$ cat config.mk
export PLATFORM = sky130hd
export DESIGN_NAME = banked_regfile
export DESIGN_NICKNAME = d
export VERILOG_FILES = /design/src/rtl/bregs_pkg.sv /design/src/rtl/breg_rst_sync.sv /design/src/rtl/breg_bank_map.sv /design/src/rtl/breg_status.sv /design/src/rtl/banked_regfile.sv
export SDC_FILE = /design/constraint.sdc
export NUM_CORES = 2
export LEC_CHECK = 0
export BUFFER_PORTS_ARGS = -buffer_cell sky130_fd_sc_hd__buf_2
export CORE_ASPECT_RATIO = 1.25
export CORE_UTILIZATION = 35
export DETAILED_ROUTE_END_ITERATION = 10
export GPL_TIMING_DRIVEN = 1
export PLACE_DENSITY = 0.49
export SETUP_SLACK_MARGIN = 0.15
export SLEW_MARGIN = 20
export SYNTH_ARGS = -nofsm -noshare
export SYNTH_HDL_FRONTEND = slang
export SYNTH_SLANG_ARGS = --single-unit
$ cat constraint.sdc
create_clock -name clk -period 35.5 [get_ports clk]
set_input_delay 3.55 -clock clk [delete_from_list [all_inputs] [get_ports clk]]
set_output_delay 3.55 -clock clk [all_outputs]
set_load 0.02 [all_outputs]
$ cat src/rtl/bregs_pkg.sv
package bregs_pkg;

  typedef enum logic [2:0] {
    MD_USR = 3'd0,
    MD_FIQ = 3'd1,
    MD_IRQ = 3'd2,
    MD_SVC = 3'd3,
    MD_ABT = 3'd4,
    MD_UND = 3'd5
  } mode_e;

  localparam int LOG_N   = 16;
  localparam int IDX_W   = $clog2(LOG_N);
  localparam int FAST_LO = 8;
  localparam int FAST_HI = 14;
  localparam int FAST_N  = FAST_HI - FAST_LO + 1;
  localparam int PAIR_N  = 4;
  localparam int PHYS_N  = LOG_N + FAST_N + 2 * PAIR_N;
  localparam int PHYS_W  = $clog2(PHYS_N);
  localparam int FAST_BASE = LOG_N;
  localparam int PAIR_BASE = LOG_N + FAST_N;
  localparam int SLOT_N  = 5;
  localparam int SLOT_W  = $clog2(SLOT_N);

  // Logical index plus mode to physical slot
  function automatic logic [PHYS_W-1:0] phys_of(input logic [2:0] md,
                                                input logic [IDX_W-1:0] idx);
    logic [PHYS_W-1:0] p;
    p = PHYS_W'(idx);
    if (md == MD_FIQ && idx >= IDX_W'(FAST_LO) && idx <= IDX_W'(FAST_HI))
      p = PHYS_W'(FAST_BASE) + PHYS_W'(idx - IDX_W'(FAST_LO));
    else if (md >= MD_IRQ && md <= MD_UND && (idx == 4'd13 || idx == 4'd14))
      p = PHYS_W'(PAIR_BASE) + PHYS_W'({md - 3'd2, 1'b0}) + PHYS_W'(idx - 4'd13);
    return p;
  endfunction

endpackage

$ cat src/rtl/breg_rst_sync.sv
module breg_rst_sync (
  input  logic clk,
  input  logic rst_n,
  output logic rst_ns
);
  logic [1:0] sync_q;

  always_ff @(posedge clk or negedge rst_n) begin
    if (!rst_n) sync_q <= 2'b00;
    else        sync_q <= {sync_q[0], 1'b1};
  end

  assign rst_ns = sync_q[1];
endmodule

$ cat src/rtl/breg_bank_map.sv
module breg_bank_map
  import bregs_pkg::*;
(
  input  logic [2:0]        mode,
  input  logic [IDX_W-1:0]  idx,
  output logic [PHYS_W-1:0] phys
);
  always_comb phys = phys_of(mode, idx);
endmodule

$ cat src/rtl/breg_status.sv
module breg_status
  import bregs_pkg::*;
#(
  parameter int DW = 32
) (
  input  logic          clk,
  input  logic          rst_ns,
  input  logic [2:0]    mode,
  input  logic          cur_we,
  input  logic [DW-1:0] cur_wdata,
  output logic [DW-1:0] cur_rdata,
  input  logic          sav_we,
  input  logic [DW-1:0] sav_wdata,
  output logic [DW-1:0] sav_rdata
);
  logic [DW-1:0]             cur_q, cur_d;
  logic [SLOT_N-1:0][DW-1:0] sav_q;
  logic [SLOT_N-1:0]         sav_en;
  logic                      slot_ok;
  logic [SLOT_W-1:0]         slot;

  always_comb begin
    slot_ok = (mode >= MD_FIQ) && (mode <= MD_UND);
    slot    = slot_ok ? SLOT_W'(mode - 3'd1) : '0;
    cur_d   = cur_we ? cur_wdata : cur_q;
  end

  for (genvar k = 0; k < SLOT_N; k++) begin : g_slot_en
    assign sav_en[k] = sav_we && slot_ok && (slot == SLOT_W'(k));
  end

  always_ff @(posedge clk or negedge rst_ns) begin
    if (!rst_ns) begin
      cur_q <= '0;
      sav_q <= '0;
    end else begin
      cur_q <= cur_d;
      for (int k = 0; k < SLOT_N; k++)
        if (sav_en[k]) sav_q[k] <= sav_wdata;
    end
  end

  assign cur_rdata = cur_q;
  assign sav_rdata = slot_ok ? sav_q[slot] : '0;


  cur_wr_chk: assert property (@(posedge clk) disable iff (!rst_ns)
    $past(cur_we && rst_ns) |-> cur_rdata == $past(cur_wdata));


  sav_user_ignore_chk: assert property (@(posedge clk) disable iff (!rst_ns)
    (sav_we && !(mode inside {[3'd1:3'd5]})) |=> $stable(sav_q));


  sav_idle_chk: assert property (@(posedge clk) disable iff (!rst_ns)
    !sav_we |=> $stable(sav_q));
endmodule

$ cat src/rtl/banked_regfile.sv
module banked_regfile
  import bregs_pkg::*;
#(
  parameter int DW = 32
) (
  input  logic          clk,
  input  logic          rst_n,
  input  logic [2:0]    mode,
  input  logic [3:0]    rda_idx,
  output logic [DW-1:0] rda_data,
  input  logic [3:0]    rdb_idx,
  output logic [DW-1:0] rdb_data,
  input  logic          wr_en,
  input  logic [3:0]    wr_idx,
  input  logic [DW-1:0] wr_data,
  input  logic          cur_we,
  input  logic [DW-1:0] cur_wdata,
  output logic [DW-1:0] cur_rdata,
  input  logic          sav_we,
  input  logic [DW-1:0] sav_wdata,
  output logic [DW-1:0] sav_rdata
);
  localparam int PORT_N = 3;

  logic                      rst_ns;
  logic                      wr_go;
  logic [PORT_N-1:0][IDX_W-1:0]  map_idx;
  logic [PORT_N-1:0][PHYS_W-1:0] map_phys;
  logic [PHYS_N-1:0][DW-1:0] reg_q;
  logic [PHYS_N-1:0]         reg_en;

  breg_rst_sync u_rst (.clk(clk), .rst_n(rst_n), .rst_ns(rst_ns));

  assign wr_go   = wr_en && rst_ns;
  assign map_idx = {wr_idx, rdb_idx, rda_idx};

  for (genvar p = 0; p < PORT_N; p++) begin : g_map
    breg_bank_map u_map (.mode(mode), .idx(map_idx[p]), .phys(map_phys[p]));
  end

  for (genvar k = 0; k < PHYS_N; k++) begin : g_wen
    assign reg_en[k] = wr_go && (map_phys[2] == PHYS_W'(k));
  end

  always_ff @(posedge clk or negedge rst_ns) begin
    if (!rst_ns) begin
      reg_q <= '0;
    end else begin
      for (int k = 0; k < PHYS_N; k++)
        if (reg_en[k]) reg_q[k] <= wr_data;
    end
  end

  assign rda_data = reg_q[map_phys[0]];
  assign rdb_data = reg_q[map_phys[1]];

  breg_status #(.DW(DW)) u_sts (
    .clk(clk), .rst_ns(rst_ns), .mode(mode),
    .cur_we(cur_we && rst_ns), .cur_wdata(cur_wdata), .cur_rdata(cur_rdata),
    .sav_we(sav_we && rst_ns), .sav_wdata(sav_wdata), .sav_rdata(sav_rdata)
  );


  wr_then_rd_chk: assert property (@(posedge clk) disable iff (!rst_ns)
    ($past(wr_go) && mode == $past(mode) && rda_idx == $past(wr_idx))
      |-> rda_data == $past(wr_data));


  shared_low_chk: assert property (@(posedge clk) disable iff (!rst_ns)
    ($past(wr_go) && ($past(wr_idx) < 4'd8 || $past(wr_idx) == 4'd15)
      && rdb_idx == $past(wr_idx)) |-> rdb_data == $past(wr_data));


  fast_private_chk: assert property (@(posedge clk) disable iff (!rst_ns)
    (mode == MD_FIQ && wr_idx >= 4'd8 && wr_idx <= 4'd14)
      |-> map_phys[2] >= PHYS_W'(FAST_BASE));


  sav_user_zero_chk: assert property (@(posedge clk) disable iff (!rst_ns)
    (mode == MD_USR || mode > MD_UND) |-> sav_rdata == '0);
endmodule

==> impl_metrics.ini <==
[flow_run]
cap_violations = 0

[worst_setup_path]
worstPathArrival_ns = 9.96
critical_path_required_ns = 31.95
cp_num_buf_inv = 6
critPathTopFamily = buffers and inverters
max_stage_delay_ns = 0.98
startpoint_type = primary input
path_cells = buf_2 > inv_1 > buf_4 > ha_1 > nand2b_1 > o2bb2ai_2 > o41ai_2 > and2_4 > buf_4 > buf_4 > a311oi_1 > o21ai_0 > a31oi_1 > nor4_1 > buf_2
cp_slowest_cell = nor4_1
worst-path-stages = 15
path_common_cell = buf_4
cp_max_fo = 86
crit_path_end_kind = output pin
path_class = primary input to output pin
r2r_cells = 4

[routing]
first_pass_iters = 6
drc_errors = 0
ant_nets = 0
wl_mm = 237.7
drt_iter0_drc = 4889
vias = 49150
wl_per_cell_um = 28.83
via_per_inst = 5.963

[grt]
grt_max_degree = 150
grt_antenna_before_repair = 36
overflow = 0
grt_pass1_vias = 48610
grt.total_usage = 0.2636
grt_pass1_wl_mm = 347.7

[hold_path]
hp-class = flop to async pin

[power]
ir_drop_uv = 43.91
p_per_area_nw_per_um2 = 56.29
p_leak_uw = 0.03069
p_total_uw = 3959

[cts]
clkSinkCount = 1186
cts_tree = built
numCtsBuffers = 139
root_buffer = clkbuf_16
clkLatencyLatePin_ns = 0.80
cts_resized = 0
hold_buffers = 0
cts_buffer_depth = 3
cts_setup_buffers = 0
clkTransAtPathRegs_ns = 0.07
htree_levels = 4

[finish]
fin_util = 0.3990
drive_above_1_share = 0.3253
nets = 5917
area_growth_pct = 12.88

[timing]
max_slew_margin = 0.2012
hold_viol_final = 0
max_freq_ghz = 0.07403
fin_crit_sh = 0.3805
worstMarginPinSlew_ns = 1.168
skew_ns = 0.02257
setup_viol = 0
finalSetupTns_ns = 0
period_minus_slack_ns = 13.51
slew_violations = 0
rsz0062_at_grt = no
fin_ws_ns = 21.99

[die]
core_um2 = 176300
die_h_um = 473.7
io_pins = 244
start_util = 0.3535
row_count = 172
die_area_um2 = 179700
die_x_um = 379.4

[synth]
synth_top_family_by_area = multiplexers
synth_edf_count = 0
yosysTopAreaCell = dfrtp_1
yosysSeqAreaShare = 0.4763
synthDominantCellAreaShare = 0.4763
synth-seq-cells = 1186
yosysMostFrequentCell = nand2_1
synth_fa_ha_area_frac = 0.004377
syn_nets = 5943
ys_async_sr_fraction = 1.000
synth_area_um2 = 62310
ys_types = 61
yosys.area_share.simple = 0.1244
muxShareOfSynthArea = 0.2729
syn_inst = 5807
ys_top_cells_by_count = 1208 x nand2_1, 1186 x dfrtp_1, 1146 x mux2_2, 331 x a21oi_1, 323 x nand3_1
syn_avg_cell_area_um2 = 10.73
synth_compound_area_frac = 0.08315
synthTopCellsByArea = dfrtp_1 48%, mux2_2 21%, nand2_1 7.3%
synth_ff_type = dfrtp_1
synthXorXnorAreaFrac = 0.002108
ys_warn_count = 0

[placed_design]
hpwl_mm = 134.6
place_congestion = 0.8195
post-place-ws_ns = 21.76
port_buffers = 243

[run_status]
outcome = finished clean
-- per-stage QoR --
| step | cell area, um2 | hold slack [ns] | std cells |
|---|---|---|---|
| 3_3_place_gp | 65660 | 0.2847 | 7988 |
| 6_report | 70330 | 0.2586 | 8243 |
| 3_5_place_dp | 65670 | 0.2873 | 7988 |
| 5_1_grt | 70320 | 0.2971 | 8237 |
| 2_1_floorplan | 62310 | 0.3311 | 5807 |
| 4_1_cts | 70270 | 0.2928 | 8234 |
-- power breakdown --
group	internal, uW	total, uW	switching [uW]	leakage (uW)
Combinational	332	762	430	0.0128
Clock	848	1460	614	0.00226
Sequential	1580	1730	156	0.0156
Total	2760	3960	1200	0.0307
-- worst reg2reg max path, stage by stage (launching register included) --
cell	delay [ns]
dfrtp_4	0.66
buf_4	0.63
buf_4	0.76
buf_4	0.89
buf_4	0.96
-- per-layer routing --
| metal | share of wire | vias to the layer above | global-route usage | wire [um] |
|---|---|---|---|---|
| met5 | 0.0012 | - | 0 | 279 |
| met4 | 0.042 | 46 | 0.1113 | 10060 |
| met3 | 0.079 | 566 | 0.05482 | 18840 |
| met2 | 0.45 | 2173 | 0.4078 | 107900 |
| met1 | 0.42 | 25460 | 0.3561 | 100600 |
| li1 | - | 20910 | - | - |
-- sequential cells by signal, summed over array words and instances, names as in the netlist --
signal           count
reg_q              992
u_sts.sav_q        160
u_sts.cur_rdata     32
u_rst.sync_q         2
-- path summary, 6_finish.rpt --
check / startpoint / slack [ns] / to
worst max-delay path: mode[0] / 21.99 / rda_data[31]
worst min register to register: u_rst.sync_q[1] / 0.26 / u_sts.sav_q[95]
worst max register to register: u_rst.sync_q[1] / 31.54 / reg_q[663]
max in group asynchronous: u_rst.sync_q[1] / 31.54 / reg_q[663]
min in group clk: u_rst.sync_q[0] / 0.35 / u_rst.sync_q[1]
worst min-delay path: u_rst.sync_q[1] / 0.26 / u_sts.sav_q[95]
-- cells in the final DEF, fill, tap and decap left out, drive strengths merged, types with 61 or more instances in the layout --
master / Yosys / final
clkbuf: 320 / 215
nand3: 323 / 323
mux2i: 161 / 161
nor4: 136 / 136
a21oi: 331 / 331
mux2: 1184 / 1184
nand2: 1208 / 1208
o21ai: 62 / 62
a31oi: 63 / 63
o22ai: 61 / 61
a221oi: 77 / 77
buf: 220 / 372
mux4: 91 / 91
dfrtp: 1186 / 1186
-- kinds of logic (layout without fill, tap and decap cells) --
kind of cell	Yosys count	after routing
simple gates	1799	1799
flops	1186	1186
buf+inv	552	631
other cells	1	9
xor+xnor	15	15
fa+ha+maj	20	20
mux	1436	1436
compound gates	798	798
-- area by class of cell --
type	instances	area, um2
antenna	8	20.02
clock inverter	32	397.9
inverter	12	45.04
sequential	1186	29680
timing repair buffer	373	2253
fill	17050	105900
clock buffer	214	4205
multi-input combinational	4069	30790
tap	2349	2939
(Power assumes the default switching activity.)
